===== config.mk =====
export PLATFORM = sky130hd
export DESIGN_NAME = cpa_decide
export DESIGN_NICKNAME = d
export VERILOG_FILES = /design/src/rtl/cpa_pkg.sv /design/src/rtl/cpa_decide.sv
export SDC_FILE = /design/constraint.sdc
export NUM_CORES = 1
export LEC_CHECK = 0
export ABC_CLOCK_PERIOD_IN_PS = 800
export BUFFER_PORTS_ARGS = -buffer_cell sky130_fd_sc_hd__clkbuf_2
export CORE_UTILIZATION = 25
export DETAILED_ROUTE_END_ITERATION = 8
export GPL_TIMING_DRIVEN = 1
export PLACE_DENSITY = 0.9
export SLEW_MARGIN = 0
export SYNTH_ARGS = -nofsm -noshare
export SYNTH_HDL_FRONTEND = slang
export SYNTH_SLANG_ARGS = --single-unit

===== constraint.sdc =====
create_clock -name vclk -period 0.8
set_input_delay 0.04 -clock vclk [all_inputs]
set_output_delay 0.04 -clock vclk [all_outputs]
set_load 0.03 [all_outputs]

===== src/rtl/cpa_pkg.sv =====
package cpa_pkg;
  localparam int WORD_W     = 32;
  localparam int CLS_W      = 3;
  localparam int BIT_PROT   = 0;
  localparam int BIT_MONCOP = 1;
  localparam int BIT_EMUL   = 2;
  localparam int BIT_TASKSW = 3;
  localparam int BIT_EXTTYP = 4;

  typedef enum logic [CLS_W-1:0] {
    CLS_OTHER  = 3'd0,
    CLS_FLOAT  = 3'd1,
    CLS_SIMD   = 3'd2,
    CLS_WAIT   = 3'd3,
    CLS_MOVTO  = 3'd4,
    CLS_MOVFR  = 3'd5,
    CLS_RSVD6  = 3'd6,
    CLS_RSVD7  = 3'd7
  } insn_cls_e;

  typedef enum logic [1:0] {
    FLT_NONE  = 2'b00,
    FLT_DNA   = 2'b01,
    FLT_INTCP = 2'b10
  } fault_e;

  typedef struct packed {
    logic monitor;
    logic emulate;
    logic task_sw;
  } ctl_view_t;
endpackage


===== src/rtl/cpa_decide.sv =====
module cpa_decide
  import cpa_pkg::*;
#(
  parameter int W = WORD_W,
  parameter int FORCE_BIT = BIT_EXTTYP
) (
  input  logic            valid,
  input  logic [CLS_W-1:0] cls,
  input  logic [W-1:0]    word,
  output fault_e          fault,
  output logic            rd_sel,
  output logic [W-1:0]    rd_word
);
  localparam logic [W-1:0] FORCE_MASK = W'(1) << FORCE_BIT;

  ctl_view_t cv;
  insn_cls_e c;

  always_comb begin
    cv.monitor = word[BIT_MONCOP];
    cv.emulate = word[BIT_EMUL];
    cv.task_sw = word[BIT_TASKSW];
    c          = insn_cls_e'(cls);
  end

  always_comb begin
    fault  = FLT_NONE;
    rd_sel = 1'b0;
    if (valid) begin
      unique case (c)
        CLS_FLOAT: if (cv.emulate || cv.task_sw) fault = FLT_DNA;
        CLS_SIMD: begin
          if (cv.emulate)      fault = FLT_INTCP;
          else if (cv.task_sw) fault = FLT_DNA;
        end
        CLS_WAIT:  if (cv.task_sw && cv.monitor) fault = FLT_DNA;
        CLS_MOVTO: fault = FLT_INTCP;
        CLS_MOVFR: rd_sel = 1'b1;
        default:   fault = FLT_NONE;
      endcase
    end
  end

  assign rd_word = word | FORCE_MASK;
endmodule


; After elaboration in Yosys (flattened, before gate mapping)
; Cells that the tools add are included.
[classes]
reduce_logical = 2
eq_ne = 5
n_mux = 8
[op_table]
columns = cell, count
row1 = case mux 2 bit (4 select lines), 1
row2 = "== test 3 x 2 -> 1 bit, second input constant", 2
row3 = "== test 3 bit, second input constant", 2
row4 = 2-to-1 mux 1 bit, 5
row5 = 2-to-1 mux 2 bit, 2
row6 = "== test 3 x 1 -> 1 bit, second input constant", 1
row7 = logical AND 1 bit, 1
row8 = logical OR 1 bit, 1
[totals]
elab_cells = 15
regBits = 0

; Depth between registers and ports, before layout
[depth]
ltp_word = 4
mapped_depth = 3
mapped_depth_nobuf = 3

; Worst setup path after synthesis
; Ideal clock, no wire load.
[synth_timing]
path_type = input to output
startpoint = in cls[0]
endpoint = out fault[0]
arrival_ns = 0.853
path_slack_ns = -0.093
cell_stages = 3
cell_sequence = and4bb_2 > a31oi_1 > a21oi_1
[synth_between]
elab_chain_cells = 3
word_cells_on_any_way = 6
cone_classes = eq/ne: 4 / mux: 2
[synth_lines]
columns = element, line_no
row1 = start: declaration, cpa_decide.sv:8  ; input logic [CLS_W-1:0] cls,
row2 = == test 3 bit (tied with other cells), cpa_decide.sv:30  ; unique case (c)
row3 = case mux 2 bit (4 select lines) (*), cpa_decide.sv:30
row4 = 2-to-1 mux 2 bit (*), cpa_decide.sv:29  ; if (valid) begin
row5 = end: declaration, cpa_decide.sv:10  ; output fault_e fault,
; Every way passes the cells marked *; elsewhere a longest branch is shown, timed or not.

; Worst setup path after layout
[layout_timing]
startpoint = in cls[2]
endpoint = out fault[1]
; Same word-level chain as after synthesis.

==> results.sh <==
export IMPL_hold_depth=0
export IMPL_antenna_cells=0
export IMPL_die_x_um=38.14
export IMPL_gp_congestion=0.5402
export IMPL_critical_path_endpoint_type="primary output"
export IMPL_violations="setup timing"
export IMPL_rsz0062_at_grt="yes"
export IMPL_antenna_found_initial=0
export IMPL_yosysWarnings=0
export IMPL_grt_max_degree=5
export IMPL_pin_count=71
export IMPL_critical_path_max_fanout=2
export IMPL_fin_ws_ps=-38.80
export IMPL_start_util_pct=28.25
export IMPL_drcViolationCount=0
export IMPL_critical_path_required_ps=760
export IMPL_viasPerCell=4.070
export IMPL_peakVddDrop_mv=0.1062
export IMPL_slew_viol_final=0
export IMPL_clock_buffers=0
export IMPL_seq_area_um2=0
export IMPL_cts_hold_buf=0
export IMPL_power_density_nw_per_um2=551.6
export IMPL_vias=175
export IMPL_ant_nets=0
export IMPL_cap_violations=0
export IMPL_wirelength_um=531
export IMPL_hold_ws_ps=80.01
export IMPL_synth_yosys_seq_area_share_pct=0
export IMPL_hold_start="word[15]"
export IMPL_globalRoute_totalOverflow=0
export IMPL_crit_start="cls[2]"
export IMPL_min_to="rd_word[15]"
export IMPL_syn_inst=43
export IMPL_fillers=132
export IMPL_place_area_um2=216.5
export IMPL_finalHoldViolCount=0
export IMPL_synth_cell_type_count=11
export IMPL_dp_hpwl_um=412.3
export IMPL_outcome="finished with violations"
export IMPL_finalSetupViolations=2
export IMPL_nNetsFinal=67
export IMPL_wire_per_inst_um=12.35
export IMPL_layout_drive_gt1_share_pct=82.76
export IMPL_grt_pass1_wl_um=731
export IMPL_coreArea_um2=1156
export IMPL_tns_ps=-49.07
export IMPL_grt_pass1_vias=169
export IMPL_syn_avg_cell_area_um2=7.594
export IMPL_min_period_ps=838.8
export IMPL_cp_start_kind="input pin"
export IMPL_criticalPathCategory="input pin to primary output"
export IMPL_portBuffers=13
export IMPL_synth_fp_nets=79
export IMPL_clock_fmax_mhz=1192
export IMPL_p_total_mw=0.1470
export IMPL_die_area_um2=1455
export IMPL_rows=12
export IMPL_critPathArrivalTime_ps=800
export IMPL_cts_setup_buffers=0
export IMPL_die_h_um=38.14
export IMPL_flops_and_latches=0
export IMPL_finalCritPeriodShare_pct=104.8
export IMPL_hold_path_class="input pin to primary output"
export IMPL_track_usage_pct=6.884
export IMPL_drt_iter0_drc=0
export IMPL_synthToLayoutAreaGrowth_pct=-18.39
export IMPL_leakagePower_nw=0.1302
export IMPL_syn_area_um2=326.6
export IMPL_design_area_um2=266.5
export IMPL_drtPass1Iterations=1
export IMPL_final_util_pct=23.05
## layer usage
layer | track usage [%] | vias to the layer above | share of wire, %
met1 | 4.861 | 67 | 29
met2 | 13.98 | 26 | 51
met5 | 0 | - | 0
met4 | 2.679 | 0 | 1.9
li1 | - | 78 | -
met3 | 4.070 | 4 | 17
## stage by stage
stage,setup WS (ps),instances
2_1_floorplan,40.98,43
3_3_place_gp,-93.60,43
3_5_place_dp,-114.2,43
4_1_cts,-69.85,43
5_1_grt,-83.49,43
6_report,-38.80,43
## cell families (layout without fill, tap and decap cells)
kind of cell	after synthesis	in the layout	synth area share (%)
simple gates	7	7	18.39
compound gates	2	2	3.448
other cells	1	1	1.148
buf+inv	32	18	73.56
mux	1	1	3.448
## repair_timing
action                                  in CTS  in global routing
endpoints found under the setup margin       2                  3
gates resized for setup                      6                  7
pin swaps                                    1                  2
## worst max path at each step
stage / endpoint / slack [ps]
finish: fault[1] / -40
global route: fault[1] / -80
CTS: fault[1] / -70
detailed placement: fault[1] / -110
global placement: fault[1] / -90
floorplan: fault[1] / 40
## cells in the mapped netlist
library cell / n / area share [%]
nand2_1: 1 / 1.1
and4bb_2: 1 / 3.8
nor3b_2: 1 / 3.8
a21oi_1: 1 / 1.5
nand2b_1: 2 / 3.8
conb_1: 1 / 1.1
and4b_2: 1 / 3.4
a31oi_1: 1 / 1.9
buf_4: 32 / 74
mux2_2: 1 / 3.4
nand3b_1: 1 / 2.3
## cell type report
class	instances	area [um^2]	share of cell area (%)
Multi-Input combinational cell	11	102.6	38.50
Tap cell	14	17.52	6.573
Timing Repair Buffer	18	146.4	54.93
## worst max-delay path, stage by stage
cell and delay, ps:
buf_6 100, mux2_4 300, nor3b_4 190, clkbuf_8 180
## layout by cell type, fill, tap and decap left out
cell / n
nand2_2: 1
conb_1: 1
and4b_2: 1
a21oi_2: 1
buf_8: 2
buf_4: 5
mux2_4: 1
buf_6: 1
nor3b_4: 1
and4bb_2: 1
nand3b_1: 1
a31oi_1: 1
nand2b_1: 2
clkbuf_2: 8
clkbuf_8: 2
## power breakdown
part	switching, mW	internal, mW
logic	0.0709	0.0761
clock network	0	0
registers	0	0
(Power assumes the default switching activity.)
